==> src/rtl/nand_seq_pkg.sv <==
// Package: shared cycle kinds, stream item kinds and command opcodes of the
// NAND operation sequencer.
package nand_seq_pkg;
    typedef enum logic [1:0] {CYC_CMD, CYC_ADR, CYC_DAT, CYC_RD} cyc_kind_t;

    localparam logic [1:0] WK_DATA   = 2'd0;
    localparam logic [1:0] WK_COLCHG = 2'd1;
    localparam logic [1:0] WK_END    = 2'd2;

    localparam logic [7:0] OPC_ERASE_SETUP = 8'h60;
    localparam logic [7:0] OPC_ERASE_CONF  = 8'hD0;
    localparam logic [7:0] OPC_PROG_SETUP  = 8'h80;
    localparam logic [7:0] OPC_PROG_CONF   = 8'h10;
    localparam logic [7:0] OPC_COL_CHANGE  = 8'h85;
    localparam logic [7:0] OPC_STATUS      = 8'h70;
endpackage

==> src/rtl/nand_cyc_engine.sv <==
// Bus cycle engine: runs one command, address, data-write or read cycle per
// start pulse. The strobe is held low for T_LO clocks and high for T_HI clocks.
// CLE, ALE and dq_out stay steady over the whole cycle.
// Assumes T_LO, T_HI >= 1 and that start comes only while busy is low.
module nand_cyc_engine
    import nand_seq_pkg::*;
#(
    parameter int T_LO = 2,
    parameter int T_HI = 2
) (
    input  logic      clk,
    input  logic      rst_n,
    input  logic      start,
    input  cyc_kind_t kind,
    input  logic [7:0] wbyte,
    input  logic [7:0] dq_in,
    output logic      busy,
    output logic      cyc_done,
    output logic [7:0] rd_byte,
    output logic      cle,
    output logic      ale,
    output logic      we_n,
    output logic      re_n,
    output logic [7:0] dq_out,
    output logic      dq_oe
);
    localparam int TMAX  = (T_LO > T_HI) ? T_LO : T_HI;
    localparam int CNT_W = $clog2(TMAX + 1);

    logic             hi_ph;
    logic [CNT_W-1:0] cnt;
    cyc_kind_t        kind_q;
    logic [7:0]       byte_q;

    // Cycle phase sequencing and read capture at the end of the low phase
    always_ff @(posedge clk) begin
        if (!rst_n) begin
            busy    <= 1'b0;
            hi_ph   <= 1'b0;
            cnt     <= '0;
            kind_q  <= CYC_CMD;
            byte_q  <= '0;
            rd_byte <= '0;
        end else if (!busy) begin
            if (start) begin
                busy   <= 1'b1;
                hi_ph  <= 1'b0;
                cnt    <= CNT_W'(T_LO - 1);
                kind_q <= kind;
                byte_q <= wbyte;
            end
        end else if (cnt != '0) begin
            cnt <= cnt - 1'b1;
        end else if (!hi_ph) begin
            hi_ph <= 1'b1;
            cnt   <= CNT_W'(T_HI - 1);
            if (kind_q == CYC_RD) rd_byte <= dq_in;
        end else begin
            busy <= 1'b0;
        end
    end

    // Pin decode from the held cycle state
    always_comb begin
        cyc_done = busy && hi_ph && (cnt == '0);
        we_n     = !(busy && !hi_ph && (kind_q != CYC_RD));
        re_n     = !(busy && !hi_ph && (kind_q == CYC_RD));
        cle      = busy && (kind_q == CYC_CMD);
        ale      = busy && (kind_q == CYC_ADR);
        dq_oe    = busy && (kind_q != CYC_RD);
        dq_out   = byte_q;
    end
endmodule

==> src/rtl/nand_op_ctrl.sv <==
// Operation controller: walks the erase or program sequence, the program
// stream, the guard wait, the ready/busy wait and the status read. It asks the
// cycle engine for one bus cycle at a time. Assumes NCE >= 2, GUARD_CYC >= 1
// and rb_ready already synchronised to clk.
module nand_op_ctrl
    import nand_seq_pkg::*;
#(
    parameter int NCE       = 4,
    parameter int ROW_BYTES = 3,
    parameter int COL_BYTES = 2,
    parameter int GUARD_CYC = 8
) (
    input  logic                     clk,
    input  logic                     rst_n,
    input  logic                     req_valid,
    output logic                     req_ready,
    input  logic                     req_op,
    input  logic [$clog2(NCE)-1:0]   req_cs,
    input  logic [ROW_BYTES*8-1:0]   req_row,
    input  logic [COL_BYTES*8-1:0]   req_col,
    input  logic                     wr_valid,
    output logic                     wr_ready,
    input  logic [1:0]               wr_kind,
    input  logic [COL_BYTES*8-1:0]   wr_data,
    input  logic                     eng_busy,
    input  logic                     eng_done,
    input  logic [7:0]               eng_rd,
    input  logic                     rb_ready,
    output logic                     eng_start,
    output cyc_kind_t                eng_kind,
    output logic [7:0]               eng_byte,
    output logic [NCE-1:0]           ce_n,
    output logic                     done,
    output logic [7:0]               status,
    output logic                     fail
);
    localparam int CS_W  = $clog2(NCE);
    localparam int ROW_W = ROW_BYTES * 8;
    localparam int COL_W = COL_BYTES * 8;
    localparam int ADR_W = ROW_W + COL_W;
    localparam int LEFT_W = $clog2(ROW_BYTES + COL_BYTES + 1);
    localparam int G_W   = $clog2(GUARD_CYC + 1);

    typedef enum logic [3:0] {
        S_IDLE, S_CMD, S_ADR, S_STRM, S_CCMD, S_CONF,
        S_GUARD, S_RB, S_SCMD, S_SRD, S_DONE
    } st_t;

    st_t              st;
    logic             is_prog;
    logic [CS_W-1:0]  cs_q;
    logic [ADR_W-1:0] adr_sr;
    logic [LEFT_W-1:0] adr_left;
    logic             wait_q;
    logic [G_W-1:0]   gcnt;
    logic [7:0]       status_q;
    logic             free;
    logic             wr_fire;

    // Cycle requests to the engine and stream handshake
    always_comb begin
        free      = !wait_q && !eng_busy;
        wr_ready  = (st == S_STRM) && free;
        wr_fire   = wr_valid && wr_ready;
        eng_start = 1'b0;
        eng_kind  = CYC_CMD;
        eng_byte  = '0;
        case (st)
            S_CMD:  begin eng_start = free; eng_byte = is_prog ? OPC_PROG_SETUP : OPC_ERASE_SETUP; end
            S_ADR:  begin eng_start = free; eng_kind = CYC_ADR; eng_byte = adr_sr[7:0]; end
            S_STRM: begin
                eng_start = wr_fire && (wr_kind == WK_DATA);
                eng_kind  = CYC_DAT;
                eng_byte  = wr_data[7:0];
            end
            S_CCMD: begin eng_start = free; eng_byte = OPC_COL_CHANGE; end
            S_CONF: begin eng_start = free; eng_byte = is_prog ? OPC_PROG_CONF : OPC_ERASE_CONF; end
            S_SCMD: begin eng_start = free; eng_byte = OPC_STATUS; end
            S_SRD:  begin eng_start = free; eng_kind = CYC_RD; end
            default: ;
        endcase
    end

    // Sequence state, address shifter, guard timer and status capture
    always_ff @(posedge clk) begin
        if (!rst_n) begin
            st       <= S_IDLE;
            is_prog  <= 1'b0;
            cs_q     <= '0;
            adr_sr   <= '0;
            adr_left <= '0;
            wait_q   <= 1'b0;
            gcnt     <= '0;
            status_q <= '0;
        end else begin
            if (eng_start)     wait_q <= 1'b1;
            else if (eng_done) wait_q <= 1'b0;
            case (st)
                S_IDLE: if (req_valid) begin
                    is_prog  <= req_op;
                    cs_q     <= req_cs;
                    adr_sr   <= req_op ? {req_row, req_col} : {{COL_W{1'b0}}, req_row};
                    adr_left <= req_op ? LEFT_W'(ROW_BYTES + COL_BYTES) : LEFT_W'(ROW_BYTES);
                    st       <= S_CMD;
                end
                S_CMD:  if (eng_done) st <= S_ADR;
                S_ADR:  if (eng_done) begin
                    adr_sr   <= adr_sr >> 8;
                    adr_left <= adr_left - 1'b1;
                    if (adr_left == LEFT_W'(1)) st <= is_prog ? S_STRM : S_CONF;
                end
                S_STRM: if (wr_fire) begin
                    if (wr_kind == WK_COLCHG) begin
                        adr_sr   <= {{ROW_W{1'b0}}, wr_data};
                        adr_left <= LEFT_W'(COL_BYTES);
                        st       <= S_CCMD;
                    end else if (wr_kind == WK_END) begin
                        st <= S_CONF;
                    end
                end
                S_CCMD: if (eng_done) st <= S_ADR;
                S_CONF: if (eng_done) begin
                    gcnt <= G_W'(GUARD_CYC - 1);
                    st   <= S_GUARD;
                end
                S_GUARD: begin
                    if (gcnt == '0) st <= S_RB;
                    else            gcnt <= gcnt - 1'b1;
                end
                S_RB:   if (rb_ready) st <= S_SCMD;
                S_SCMD: if (eng_done) st <= S_SRD;
                S_SRD:  if (eng_done) begin
                    status_q <= eng_rd;
                    st       <= S_DONE;
                end
                default: st <= S_IDLE;
            endcase
        end
    end

    // Request handshake, chip enables and result presentation
    always_comb begin
        req_ready = (st == S_IDLE);
        ce_n      = (st == S_IDLE) ? {NCE{1'b1}} : ~(NCE'(1) << cs_q);
        done      = (st == S_DONE);
        status    = status_q;
        fail      = status_q[0];
    end
endmodule

==> src/rtl/nand_op_seq.sv <==
// Top: NAND operation sequencer. It joins the operation controller and the
// bus cycle engine and synchronises the asynchronous ready/busy input.
// Assumes an external pull-up on rb_n.
module nand_op_seq
    import nand_seq_pkg::*;
#(
    parameter int NCE       = 4,
    parameter int ROW_BYTES = 3,
    parameter int COL_BYTES = 2,
    parameter int T_LO      = 2,
    parameter int T_HI      = 2,
    parameter int GUARD_CYC = 8
) (
    input  logic                   clk,
    input  logic                   rst_n,
    input  logic                   req_valid,
    output logic                   req_ready,
    input  logic                   req_op,
    input  logic [$clog2(NCE)-1:0] req_cs,
    input  logic [ROW_BYTES*8-1:0] req_row,
    input  logic [COL_BYTES*8-1:0] req_col,
    input  logic                   wr_valid,
    output logic                   wr_ready,
    input  logic [1:0]             wr_kind,
    input  logic [COL_BYTES*8-1:0] wr_data,
    output logic [NCE-1:0]         ce_n,
    output logic                   cle,
    output logic                   ale,
    output logic                   we_n,
    output logic                   re_n,
    output logic [7:0]             dq_out,
    output logic                   dq_oe,
    input  logic [7:0]             dq_in,
    input  logic                   rb_n,
    output logic                   done,
    output logic [7:0]             status,
    output logic                   fail
);
    logic [1:0] rb_sync;
    logic       eng_start, eng_busy, eng_done;
    cyc_kind_t  eng_kind;
    logic [7:0] eng_byte, eng_rd;

    // Two-stage synchroniser for the open-drain ready/busy line
    always_ff @(posedge clk) begin
        if (!rst_n) rb_sync <= 2'b00;
        else        rb_sync <= {rb_sync[0], rb_n};
    end

    nand_op_ctrl #(
        .NCE(NCE), .ROW_BYTES(ROW_BYTES), .COL_BYTES(COL_BYTES), .GUARD_CYC(GUARD_CYC)
    ) u_ctrl (
        .clk(clk), .rst_n(rst_n),
        .req_valid(req_valid), .req_ready(req_ready), .req_op(req_op),
        .req_cs(req_cs), .req_row(req_row), .req_col(req_col),
        .wr_valid(wr_valid), .wr_ready(wr_ready), .wr_kind(wr_kind), .wr_data(wr_data),
        .eng_busy(eng_busy), .eng_done(eng_done), .eng_rd(eng_rd),
        .rb_ready(rb_sync[1]),
        .eng_start(eng_start), .eng_kind(eng_kind), .eng_byte(eng_byte),
        .ce_n(ce_n), .done(done), .status(status), .fail(fail)
    );

    nand_cyc_engine #(.T_LO(T_LO), .T_HI(T_HI)) u_eng (
        .clk(clk), .rst_n(rst_n),
        .start(eng_start), .kind(eng_kind), .wbyte(eng_byte), .dq_in(dq_in),
        .busy(eng_busy), .cyc_done(eng_done), .rd_byte(eng_rd),
        .cle(cle), .ale(ale), .we_n(we_n), .re_n(re_n),
        .dq_out(dq_out), .dq_oe(dq_oe)
    );
endmodule

==> config.mk <==
export PLATFORM = sky130hd
export DESIGN_NAME = nand_op_seq
export DESIGN_NICKNAME = d
export VERILOG_FILES = /design/src/rtl/nand_seq_pkg.sv /design/src/rtl/nand_cyc_engine.sv /design/src/rtl/nand_op_ctrl.sv /design/src/rtl/nand_op_seq.sv
export SDC_FILE = /design/constraint.sdc
export NUM_CORES = 1
export LEC_CHECK = 0
export ABC_CLOCK_PERIOD_IN_PS = 3100
export BUFFER_PORTS_ARGS = -buffer_cell sky130_fd_sc_hd__buf_4
export CORE_MARGIN = 1.5
export CORE_UTILIZATION = 43
export DETAILED_ROUTE_END_ITERATION = 12
export GPL_TIMING_DRIVEN = 0
export PLACE_DENSITY = 0.72
export SLEW_MARGIN = 5
export SYNTH_ARGS = -nofsm -noshare
export SYNTH_HDL_FRONTEND = slang
export SYNTH_HIERARCHICAL = 1
export SYNTH_SLANG_ARGS = --single-unit
==> constraint.sdc <==
create_clock -name clk -period 3.1 [get_ports clk]
set_clock_uncertainty 0.05 [all_clocks]
set_input_delay 0.465 -clock clk [delete_from_list [all_inputs] [get_ports clk]]
set_output_delay 0.465 -clock clk [all_outputs]
set_load 0.005 [all_outputs]
== Word level (Yosys, flattened, before mapping) ==
Cells that the tools add are included.
Widths: inputs -> output; s select.

* Equal/unequal tests: 31
* Shift-type cells: 1
* $add $sub $neg: 3
* Multiplexer cells: 48
* Bitwise operators: 4
* Reductions and logical operators: 38

{| class="wikitable"
|+ Operator list
! operator !! number
|-
| $mux 40 || 5
|-
| $pmux 40 s3 || 1
|-
| $mux 4 || 15
|-
| $pmux 8 s6 || 1
|-
| $pmux 4 s9 || 1
|-
| $ne 2x2->1 const B || 10
|-
| $mux 3 || 6
|-
| $eq 4x3->1 const B || 4
|-
| $mux 8 || 2
|-
| $eq 4x4->1 const B || 3
|-
| $logic_and 1x1->1 || 12
|-
| $reduce_and 11->1 || 1
|-
| $reduce_and 2->1 || 5
|-
| $mux 1 || 9
|-
| $pmux 3 s3 || 1
|-
| $eq 4x2->1 const B || 2
|-
| $logic_not 4->1 || 2
|-
| $mux 2 || 4
|-
| $ne 2x1->1 const B || 4
|-
| $pmux 4 s2 || 1
|-
| $reduce_bool 2->1 || 4
|-
| $logic_not 2->1 || 3
|-
| $ne 3x3->1 const B || 2
|-
| $pmux 2 s3 || 1
|-
| 18 further kinds || 26
|}

* Word-level logic and storage cells: 140
* Output and inout bits: 29
* Register bits after elaboration: 87
* Input bits: 74

== Longest topological paths before layout ==
Gate-level depths: netlist of run 1.

* Depth in word-level cells: 8
* Mapped depth: 10
* Mapped depth without buffers: 7

== Cells and area by module ==
Netlist of run 1, hierarchy kept.

{| class="wikitable"
|+ Modules (own cells, without submodules)
! module !! area an instance (um^2) !! cells an instance !! times used !! seq. area each (um^2)
|-
| nand_op_ctrl || 3639.7 || 423 || 1 || 1261.2
|-
| nand_cyc_engine || 900.9 || 102 || 1 || 440.4
|-
| nand_op_seq || 52.6 || 4 || 1 || 40.0
|}

== Least setup slack after synthesis of run 1 ==
OpenSTA, ideal clock, no wires.

* Path type: input -> register
* Start: input port wr_kind[0]
* End: register u_eng.byte_q[0] (netlist: u_eng/dq_out[0])
* Path buffers: 1
* Data arrival time: 2.019 ns
* Cell stages on the path: 8
* Setup time: 0.076 ns
* Path slack: 0.956 ns
* Required time: 2.974 ns
* Cells stage by stage: or3b_2 a21oi_1 o21ai_0 a21boi_0 and2b_1 clkbuf_1 nand2_1 a21boi_0

* Word-level cells in the longest chain between the ends: 4

{| class="wikitable"
|+ Ends and longest elaborated chain
! element !! RTL line !! text
|-
| start, declared || nand_op_seq.sv:24 || <nowiki>input logic [1:0] wr_kind,</nowiki>
|-
| $logic_not 2->1 || nand_op_ctrl.sv:72 || <nowiki>eng_start = wr_fire && (wr_kind == WK_DATA);</nowiki>
|-
| $logic_and 1x1->1 || nand_op_ctrl.sv:72 ||
|-
| $pmux 1 s2 || nand_op_ctrl.sv:68 || <nowiki>case (st)</nowiki>
|-
| net eng_start || nand_op_seq.sv:40 || <nowiki>logic eng_start, eng_busy, eng_done;</nowiki>
|-
| $reduce_and 2->1 (no source line) || -- ||
|-
| end signal, assigned || nand_cyc_engine.sv:50 || <nowiki>byte_q <= wbyte;</nowiki>
|-
| end, declared || nand_cyc_engine.sv:33 || <nowiki>logic [7:0] byte_q;</nowiki>
|}

The timed path passes the listed nets, and every way through them passes these cells.
A chain may end at the register's enable or synchronous reset.

== Worst setup path after layout of run 1 ==
* Start: register u_ctrl.st[1]
* End: output port ce_n[3]

* Word-level cells in the longest chain between the ends: 2

{| class="wikitable"
|+ Ends and longest elaborated chain
! element !! RTL line !! text
|-
| start, declared || nand_op_ctrl.sv:49 || <nowiki>st_t st;</nowiki>
|-
| start signal, assigned || nand_op_ctrl.sv:110 || <nowiki>if (adr_left == LEFT_W'(1)) st <= is_prog ? S_STRM : S_CONF;</nowiki>
|-
| $logic_not 4->1 || nand_op_ctrl.sv:144 || <nowiki>ce_n = (st == S_IDLE) ? {NCE{1'b1}} : ~(NCE'(1) << cs_q);</nowiki>
|-
| $mux 4 || nand_op_ctrl.sv:144 ||
|-
| end, declared || nand_op_seq.sv:26 || <nowiki>output logic [NCE-1:0] ce_n,</nowiki>
|}

No other way between the ends.

==> results of run 1 <==
-- worst max-delay path: stages (launching register included) --
cell and delay (ns):
dfxtp_1 0.35, buf_4 0.18, buf_2 0.19, nor4_2 0.82
nand3b_1 0.21, buf_4 0.11
-- cell type report --
| type | instances | area, sq um | share of cell area |
|---|---|---|---|
| buffer | 50 | 292.8 | 0.05108 |
| sequential | 87 | 1742 | 0.3039 |
| tap | 136 | 170.2 | 0.02969 |
| multi-input combinational | 383 | 2525 | 0.4405 |
| clock inverter | 6 | 65.06 | 0.01135 |
| clock buffer | 10 | 137.6 | 0.02401 |
| timing repair buffer | 102 | 765.7 | 0.1336 |
| inverter | 9 | 33.78 | 0.005894 |
-- cells by family after synthesis --
family | count (synthesis)
AO/OA/AOI/OAI | 178
AND/OR/NAND/NOR | 170
flip-flops | 87
buffers and inverters | 59
multiplexers | 28
XOR/XNOR | 4
adder cells (fa/ha/maj) | 3
-- through the flow --
stage,worst slack [ns],hold WS [ns]
final,0.3588,0.2735
after global routing,0.2202,0.2654
after CTS,0.3776,0.2644
after detailed placement,0.5158,0.3725
after global placement,0.5421,0.3705
after floorplan,0.9557,0.3618
-- registers in the layout (all words and copies together) (netlist names), 3 cells and up --
name / count
u_ctrl/adr_left: 3
u_ctrl/gcnt: 4
u_ctrl/adr_sr: 40
u_eng/rd_byte: 8
u_ctrl/st: 4
u_ctrl/status: 8
u_eng/dq_out: 8
-- path summary, 6_finish.rpt --
kind	startpoint	slack, ns	cells after the start	endpoint
max reg2reg	u_ctrl/st[2]$_SDFFE_PN0P_	0.71	10	u_eng/dq_out[5]$_SDFFE_PN0P_
min reg2reg	rb_sync[0]$_SDFF_PN0_	0.39	1	rb_sync[1]$_SDFF_PN0_
min	rb_n	0.27	2	rb_sync[0]$_SDFF_PN0_
max	u_ctrl/st[1]$_SDFFE_PN0P_	0.36	5	ce_n[3]
-- cell usage in the layout, fill, tap and decap left out, types with 6 or more instances in the layout --
master	instances
clkbuf_8	13
nand3_1	8
inv_1	7
clkbuf_1	17
nand4_1	9
mux2i_1	26
nand2_1	68
a222oi_1	17
a22oi_1	10
buf_2	19
o21ai_0	15
nor2_1	29
a21boi_0	11
a211oi_1	17
nor3_1	6
a311oi_1	16
a21oi_1	61
dfxtp_1	87
buf_4	106
-- layer usage --
layer	up-vias	routed length [um]
met4	0	303
met5	-	0
met2	229	6632
met1	2203	6188
li1	2213	-
met3	26	1085
-- report_power, final --
| group | total [uW] | leakage, uW | switching [uW] | internal, uW |
|---|---|---|---|---|
| Combinational | 2510 | 0.00142 | 1490 | 1020 |
| Sequential | 1610 | 0.000712 | 203 | 1410 |
| Clock | 832 | 0.000103 | 434 | 398 |
==> results.toml, run 1 <==
[sta]
maxClockFrequency_mhz = 364.8
max_slew_margin = 0.3367
layout_worst_path_cycle_share = 0.8843
max_slew.worst_pin.slew_ns = 0.9867
rsz0062_at_grt = "no"
setup_viol = 0
max_slew_vio_count = 0
timing.final.hold_violations = 0
final_worst_path_period_need_ns = 2.741
finalSetupTns_ns = 0

[grt]
grt_use_total = 0.2552
grt_antenna_before_repair = 0
grt_overflow_total = 0
groute.layer.met1.usage = 0.3507
gr-usage-met2 = 0.4000
largest_net_degree_at_the_start_of_global_routing = 16
grt_first_pass_wirelength_um = 22690
grt_most_used_layer = "met2"
grt_use_met3 = 0.04598
number_of_global_route_vias_before_repair = 4460

[synth]
synthArstFlopShare = 0
synth_top_flop_cell = "dfxtp_1"
post_synth_main_area_contributors = "dfxtp_1 38%, a21oi_1 6.6%, mux2i_1 5.7%"
synthesis.area_per_instance_sq_um = 8.683
synth_top_family_by_area = "compound AO/OA/AOI/OAI gates"
synth-compound-area-share = 0.2757
synth_adder_area_share = 0.008172
top_cell_type_s_share_of_synthesized_area = 0.3792
synth-seq-area-share = 0.3792
edff_count_synth = 0
synthesis.instances = 529
leading_post_synthesis_cells_by_instance_count = "87 x dfxtp_1, 68 x nand2_1, 61 x a21oi_1"
synth.area.mux_share = 0.06156
distinct_cell_type_count_after_synthesis = 77
synth_xor_area_frac = 0.007627
mappedNetlistArea_sq_mm = 0.004593
synth-simple-area-share = 0.1967
yosys_synthesis_warning_count = 6
ys_ff_latch = 87
synth_nets = 606
synth_largest_area_cell = "dfxtp_1"
post-synth-top-count-cell = "dfxtp_1"

[clock_tree]
cts.clk_slew.worst_paths_ns = 0.08
cts.sink_count = 87
clk_root_buf = "clkbuf_8"
clk_latency_ns = 0.36
count_of_h_tree_levels_built_during_cts = 3
cts_buffers = 9
cts_setup_buffers = 0
tritoncts = "yes"
cts_hold_repair.buffers = 0
postCtsResizedCells = 0
maximum_buffer_depth_of_the_clock_tree = 2

[status]
status = "completed"

[placement]
dp_hpwl_um = 10710
portBuffers = 102
dpl_cell_area_sq_mm = 0.005529
post-place-cells = 767
globalplace.congestion = 0.9112

[flow_run]
maxCapViolations = 0

[die]
initial_core_util = 0.4449
num_io_pins = 103
fp.dieW_um = 106.4
die_height_um = 106.4
dieArea_sq_mm = 0.01131
core_region_area_sq_mm = 0.01032
placementRows = 37

[hold_path]
worst_hold_path_type = "primary input to flip-flop"

[detailed_routing]
vias = 4671
detail_route.wirelength_um = 14210
dr.pass1.iters = 7
drt_iter0_drc = 440
routed_via_density = 5.966
drt_antenna_net_count = 0
drc_violation_count_after_routing = 0
wl_per_cell_um = 18.15

[worst_setup_path]
worst_setup_path_start_kind = "flip-flop"
cp.arrival_ns = 2.23
setup.worst_path.class = "flip-flop to output pin"
setup_crit_end_kind = "output pin"
critical_path.max_fanout = 10
critPathRequiredTime_ns = 2.58

[power]
peakVddDrop_mv = 0.3342
pwr_density_cell_mw_per_mm2 = 864.6
fin_total_pwr_uw = 4955
cellLeakagePower_uw = 0.002231

[final_layout]
finalInstanceArea_sq_mm = 0.005732
fillCellCount = 982
layout-drive-gt1-share = 0.2643
post_layout_instance_count_excluding_filler_cells = 783
layout-area-overhead-vs-synth_pct = 24.79
finish.net_count = 719
antenna_cells_inserted = 0
finish.utilization = 0.5552
(Power assumes the default switching activity.)
==> inputs of run 2 (changes only) <==
--- a/config.mk
+++ b/config.mk
@@ -5,13 +5,16 @@
 export SDC_FILE = /design/constraint.sdc
 export NUM_CORES = 1
 export LEC_CHECK = 0
+export ABC_AREA = 1
 export ABC_CLOCK_PERIOD_IN_PS = 3100
 export BUFFER_PORTS_ARGS = -buffer_cell sky130_fd_sc_hd__buf_4
+export CELL_PAD_IN_SITES_DETAIL_PLACEMENT = 0
+export CELL_PAD_IN_SITES_GLOBAL_PLACEMENT = 1
 export CORE_MARGIN = 1.5
-export CORE_UTILIZATION = 43
+export CORE_UTILIZATION = 41
 export DETAILED_ROUTE_END_ITERATION = 12
 export GPL_TIMING_DRIVEN = 0
-export PLACE_DENSITY = 0.72
+export PLACE_DENSITY = 0.92
 export SLEW_MARGIN = 5
 export SYNTH_ARGS = -nofsm -noshare
 export SYNTH_HDL_FRONTEND = slang
==> run 2 against run 1 <==
Against the previous run: sequential cell count did not move; count of clock-buffer cells in the layout is the same; sequential share of layout area decreased by 0.73 points; setup slack improved by 0.57 ns; power up 2.6%; largest cell class unchanged; highest routed layer unchanged.
==> results.toml, run 2 <==
[worst_setup_path]
critPathRequiredTime_ns = 3.28
critPathTopFamily = "simple AND/OR/NAND/NOR gates"
critical-path-top-cell-by-count = "nor2_1"
critical_path.n_buffers_inverters = 3
critical_path.max_fanout = 10
regToRegStartpoint = "u_ctrl/st[2]$_SDFFE_PN0P_"
setup_crit_end_kind = "flip-flop"
r2r_slack_ns = 0.93
slowest_stage = "dfxtp_1"
path_cells = "inv_2, nor2_1, nand2_1, nand2_1, nor2_1, a21o_1, nand2_1, inv_1, nor2_1, inv_2, nor2_1, nor2_1"
cp.arrival_ns = 2.35
cp_slowest_stage_delay_ns = 0.47
setup.worst_path.class = "flip-flop to flip-flop"
rr_worst_depth = 12
worstReg2RegEnd = "u_eng/dq_out[2]$_SDFFE_PN0P_"
worst_setup_path_start_kind = "flip-flop"

[final_layout]
antenna_cells_inserted = 0
largest_register_ff_count = 40
layout-area-overhead-vs-synth_pct = 26.73
layout-drive-gt1-share = 0.2091
finish.net_count = 910
mostFrequentLayoutCell = "nand2_1"
fillCellCount = 1107
layout.cells.most_common_list = "167 x nand2_1, 154 x nor2_1, 106 x buf_4"
top_register = "u_ctrl/adr_sr"

[detailed_routing]
vias = 5046
routed_via_density = 5.165
drt_iter0_drc = 390
dr.pass1.iters = 5
wl_per_cell_um = 14.71
drc_violation_count_after_routing = 0
drt_antenna_net_count = 0
detail_route.wirelength_um = 14370

[power]
pwr_density_cell_mw_per_mm2 = 865.5
power.internal_uw = 2916
share_comb_of_total_power = 0.474
power.switching_uw = 2167
cellLeakagePower_uw = 0.002782
peakVddDrop_mv = 0.3859
fin_total_pwr_uw = 5083
power.switching_fraction = 0.4264
sequential_power_share = 0.308
power_frac_clock = 0.218

[status]
status = "completed"

[die]
fp.dieW_um = 109.3
core_region_area_sq_mm = 0.01094
dieArea_sq_mm = 0.01195
initial_core_util = 0.4238
placementRows = 38
die_height_um = 109.3
num_io_pins = 103

[sta]
max_slew_margin = 0.5576
max_slew.worst_pin.slew_ns = 0.6637
maxClockFrequency_mhz = 461.3
setup_viol = 0
max_slew_vio_count = 0
finalSetupTns_ns = 0
final_worst_path_period_need_ns = 2.168
timing.final.hold_violations = 0
rsz0062_at_grt = "no"
layout_worst_path_cycle_share = 0.6992

[placement]
globalplace.congestion = 0.9205
dp_hpwl_um = 10690
portBuffers = 102

[clock_tree]
cts_setup_buffers = 0
cts_hold_repair.buffers = 0
maximum_buffer_depth_of_the_clock_tree = 2
tritoncts = "yes"
postCtsResizedCells = 0
clk_latency_ns = 0.34
clk_root_buf = "clkbuf_16"
count_of_h_tree_levels_built_during_cts = 3
cts_buffers = 9
cts.sink_count = 87
cts.clk_slew.worst_paths_ns = 0.07

[synth]
synth_top_flop_cell = "dfxtp_1"
leading_post_synthesis_cells_by_instance_count = "167 x nand2_1, 154 x nor2_1, 87 x dfxtp_1"
synth_largest_area_cell = "dfxtp_1"
post_synth_main_area_contributors = "dfxtp_1 38%, nand2_1 14%, nor2_1 12%"
mappedNetlistArea_sq_mm = 0.004634
yosys_synthesis_warning_count = 6
edff_count_synth = 0
synthesis.area_per_instance_sq_um = 6.437
ys_ff_latch = 87
distinct_cell_type_count_after_synthesis = 31
synth_nets = 797
synthesis.instances = 720
synth-seq-area-share = 0.3758
post-synth-top-count-cell = "nand2_1"
top_cell_type_s_share_of_synthesized_area = 0.3758
synthArstFlopShare = 0

[hold_path]
sink_of_the_worst_hold_path = "rb_sync[0]$_SDFF_PN0_"
worstHoldStart = "rb_n"
worst_hold_path_type = "primary input to flip-flop"
whs_path_depth = 3

[grt]
grt_use_total = 0.2509
grt_first_pass_wirelength_um = 22970
grt_overflow_total = 0
grt_antenna_before_repair = 0
largest_net_degree_at_the_start_of_global_routing = 15
number_of_global_route_vias_before_repair = 4836

[flow_run]
maxCapViolations = 0
==> run 2: changes by cell type after synthesis, sizes merged, moves of 8 or more <==
cell    previous run  this run
a211oi            20         0
a21boi            11         0
a21oi             61        25
a222oi            17         0
a22oi             11         0
a311oi            16         0
clkbuf            21         9
inv                9        57
mux2i             26         0
nand2             68       178
nand3              8        60
nand3b             2        10
nor2              30       172
o21ai             15        68
==> run 2: power by group through the flow <==
| stage | Sequential, uW | Combinational, uW | Clock (uW) |
|---|---|---|---|
| floorplan | 1560 | 1690 | 0 |
| global placement | 1580 | 2350 | 0 |
| detailed placement | 1590 | 2380 | 0 |
| CTS | 1570 | 2400 | 1130 |
| global route | 1600 | 2710 | 1170 |
| finish | 1570 | 2410 | 1110 |
==> run 2: kinds of logic after synthesis <==
family                   Yosys count  synth area share
buffers and inverters             93           0.09557
flip-flops                        87            0.3758
AO/OA/AOI/OAI                     97            0.1064
AND/OR/NAND/NOR                  439            0.4123
adder cells (fa/ha/maj)            3          0.008100
XOR/XNOR                           1          0.001890
==> run 2: tightest hold or removal path, delay by kind of cell <==
kind / cells / cell delay, ns
buffers and inverters: 2 / 0.13
AND/OR/NAND/NOR: 1 / 0.05
==> run 2: area by class of cell <==
class	instances	area, sq um	share of cell area
inverters	58	222.7	0.03792
flip-flops and latches	87	1742	0.2965
well taps	140	175.2	0.02983
clock buffers	10	239.0	0.04069
plain buffers	35	220.2	0.03749
repair buffers	102	765.7	0.1304
multi-input cells	540	2450	0.4171
clock inverters	5	58.81	0.01001
==> run 2: worst max path at each step <==
stage,from,to,cells after the start
final,u_ctrl/st[2]$_SDFFE_PN0P_,u_eng/dq_out[2]$_SDFFE_PN0P_,12
after global routing,u_ctrl/st[2]$_SDFFE_PN0P_,u_eng/dq_out[2]$_SDFFE_PN0P_,12
after CTS,u_ctrl/st[2]$_SDFFE_PN0P_,u_eng/dq_out[2]$_SDFFE_PN0P_,12
after detailed placement,u_ctrl/st[2]$_SDFFE_PN0P_,u_eng/dq_out[4]$_SDFFE_PN0P_,12
after global placement,u_ctrl/st[2]$_SDFFE_PN0P_,u_eng/dq_out[0]$_SDFFE_PN0P_,12
after floorplan,u_ctrl/st[2]$_SDFFE_PN0P_,u_eng/dq_out[0]$_SDFFE_PN0P_,12
==> run 2: metal layers <==
metal,share of wire,up-vias,wire (um),GRT usage
met2,0.47,186,6755,0.4135
met3,0.070,29,1008,0.04505
met4,0.026,0,372,0.1076
met1,0.43,2312,6237,0.3210
met5,0,-,0,0
li1,-,2519,-,-
==> run 2: stage by stage <==
stage	hold WS [ns]	instances	setup slack [ns]	area (sq um)	util
3_5_place_dp	0.3559	962	0.9938	5575	0.5098
4_1_cts	0.2664	977	0.9607	5873	0.5371
3_3_place_gp	0.3535	962	0.9596	5575	0.5098
2_1_floorplan	0.3400	720	1.375	4634	-
6_report	0.2666	977	0.9324	5873	0.5371
5_1_grt	0.2669	977	0.6974	5873	0.5371
==> inputs of run 3 (changes only) <==
--- a/config.mk
+++ b/config.mk
@@ -6,15 +6,15 @@
 export NUM_CORES = 1
 export LEC_CHECK = 0
 export ABC_AREA = 1
-export ABC_CLOCK_PERIOD_IN_PS = 3100
+export ABC_CLOCK_PERIOD_IN_PS = 1830
 export BUFFER_PORTS_ARGS = -buffer_cell sky130_fd_sc_hd__buf_4
 export CELL_PAD_IN_SITES_DETAIL_PLACEMENT = 0
 export CELL_PAD_IN_SITES_GLOBAL_PLACEMENT = 1
 export CORE_MARGIN = 1.5
-export CORE_UTILIZATION = 41
+export CORE_UTILIZATION = 34
 export DETAILED_ROUTE_END_ITERATION = 12
 export GPL_TIMING_DRIVEN = 0
-export PLACE_DENSITY = 0.92
+export PLACE_DENSITY = 0.82
 export SLEW_MARGIN = 5
 export SYNTH_ARGS = -nofsm -noshare
 export SYNTH_HDL_FRONTEND = slang
==> constraint.sdc (replaced) <==
create_clock -name clk -period 1.83 [get_ports clk]
set_clock_uncertainty 0.05 [all_clocks]
set_input_delay 0.2745 -clock clk [delete_from_list [all_inputs] [get_ports clk]]
set_output_delay 0.2745 -clock clk [all_outputs]
set_load 0.005 [all_outputs]
==> run 3 against run 2 <==
Against the previous run: the run now ends with negative setup slack left; power grew 140%; via count grew 4.2%; die area grew 20%; critical endpoint is now u_ctrl/adr_sr[20]$_SDFFE_PN0P_; largest power group unchanged.
==> results.toml, run 3 (synthesis results as in run 2) <==
[placement]
globalplace.congestion = 0.8442
dp_hpwl_um = 10820
post-place-cells = 998
portBuffers = 102
dpl_cell_area_sq_mm = 0.005620

[flow_run]
maxCapViolations = 0

[status]
violations = "negative setup slack"
status = "complete, but fails checks"

[sta]
final_worst_path_period_need_ns = 1.899
rsz0062_at_grt = "yes"
max_slew_vio_count = 0
timing.final.hold_violations = 0
max_slew.worst_pin.slew_ns = 0.8574
layout_worst_path_cycle_share = 1.038
max_slew_margin = 0.4284
setup_viol = 28
maxClockFrequency_mhz = 526.6
post_route_hold_slack_ns = 0.06118
timing.final.ws_setup_ns = -0.06892

[detailed_routing]
drt_iter0_drc = 357
drt_antenna_net_count = 0
dr.pass1.iters = 5
wl_per_cell_um = 15.79
detail_route.wirelength_um = 16590
vias = 5256
drc_violation_count_after_routing = 0
routed_via_density = 5.001

[final_layout]
mostFrequentLayoutCell = "nand2_1"
fillCellCount = 1298
layout.cells.most_common_list = "152 x nand2_1, 124 x buf_4, 105 x nor2_1"
post_layout_instance_count_excluding_filler_cells = 1051
finish.utilization = 0.5385
largest_register_ff_count = 40
layout-area-overhead-vs-synth_pct = 54.48
finalInstanceArea_sq_mm = 0.007159
layout-drive-gt1-share = 0.3680
finish.net_count = 947
top_register = "u_ctrl/adr_sr"
antenna_cells_inserted = 0

[die]
dieArea_sq_mm = 0.01434
placementRows = 42
fp.dieW_um = 119.8
num_io_pins = 103
die_height_um = 119.8
initial_core_util = 0.3486
core_region_area_sq_mm = 0.01330

[clock_tree]
clk_root_buf = "clkbuf_16"
cts_buffers = 9
cts.sink_count = 87
count_of_h_tree_levels_built_during_cts = 3
clk_latency_ns = 0.35
tritoncts = "yes"
maximum_buffer_depth_of_the_clock_tree = 2
cts.clk_slew.worst_paths_ns = 0.07

[power]
peakVddDrop_mv = 0.7511
cellLeakagePower_uw = 0.003192
pwr_density_cell_mw_per_mm2 = 1684
fin_total_pwr_uw = 12060

[worst_setup_path]
critical_path_start = "u_ctrl/st[2]$_SDFFE_PN0P_"
regToRegStartpoint = "u_ctrl/st[2]$_SDFFE_PN0P_"
setup.worst_path.class = "flip-flop to flip-flop"
setup_crit_end_kind = "flip-flop"
critical_path.max_fanout = 7
critPathRequiredTime_ns = 2.05
cp.arrival_ns = 2.12
worst_setup_path_start_kind = "flip-flop"

[grt]
grt_use_total = 0.2124
largest_net_degree_at_the_start_of_global_routing = 17
grt_most_used_layer = "met2"
grt_use_met3 = 0.04658
groute.layer.met1.usage = 0.2740
number_of_global_route_vias_before_repair = 4751
grt_first_pass_wirelength_um = 23850
grt_antenna_before_repair = 0
grt_overflow_total = 0
gr-usage-met2 = 0.3567

[hold_path]
worstHoldStart = "rb_n"
worst_hold_path_type = "primary input to flip-flop"
run 3: per-layer routing:
metal | vias to the layer above | wire, um
li1 | 2600 | -
met1 | 2441 | 7376
met2 | 171 | 7829
met3 | 44 | 913
met4 | 0 | 476
met5 | - | 0
run 3: stage by stage:
step / setup WS, ns / setup TNS [ns]
floorplan: 0.1052 / 0
global placement: -0.3094 / -10.75
detailed placement: -0.3368 / -10.62
CTS: -0.007753 / -0.01076
global route: -0.1389 / -4.889
finish: -0.06892 / -0.6272
run 3: final timing paths:
path                                                       end  cells after the start  slack [ns]
worst max-delay path            u_ctrl/adr_sr[20]$_SDFFE_PN0P_                     10       -0.07
worst min-delay path                     rb_sync[0]$_SDFF_PN0_                      3        0.06
worst max register to register  u_ctrl/adr_sr[20]$_SDFFE_PN0P_                     10       -0.07
worst min register to register           rb_sync[1]$_SDFF_PN0_                      2        0.37
run 3: what timing repair did:
item | CTS | global route
gates cloned | 0 | 12
endpoints found under the setup margin | 73 | 73
hold buffers | 0 | 0
pin swaps | 2 | 49
gates resized for setup | 35 | 218
setup buffers | 2 | 23
run 3: worst max-delay path, stage by stage (launching register included):
cell       delay, ns
dfxtp_4         0.37
nor2_4          0.22
buf_12          0.16
buf_6           0.10
nand3_2         0.08
nor2_4          0.22
nand2_8         0.16
clkinv_8        0.11
clkbuf_16       0.17
nor2_4          0.04
nor2_1          0.13
run 3: cell type report:
type,count,area (sq um),area share
buffer,35,329.1,0.04596
clock buffer,9,225.2,0.03146
clock inverter,7,57.56,0.008039
inverter,58,240.2,0.03355
multi-input combinational,541,3092,0.4318
sequential,87,1758,0.2455
tap,176,220.2,0.03076
timing repair buffer,136,1205,0.1683
timing repair inverter,2,32.53,0.004544
run 3: where the power goes:
| group | leakage, uW | switching, uW | internal [uW] | total, uW |
|---|---|---|---|---|
| sequential | 0.000718 | 429 | 2400 | 2820 |
| clock | 0.000128 | 851 | 933 | 1780 |
| combinational | 0.00235 | 4050 | 3410 | 7450 |
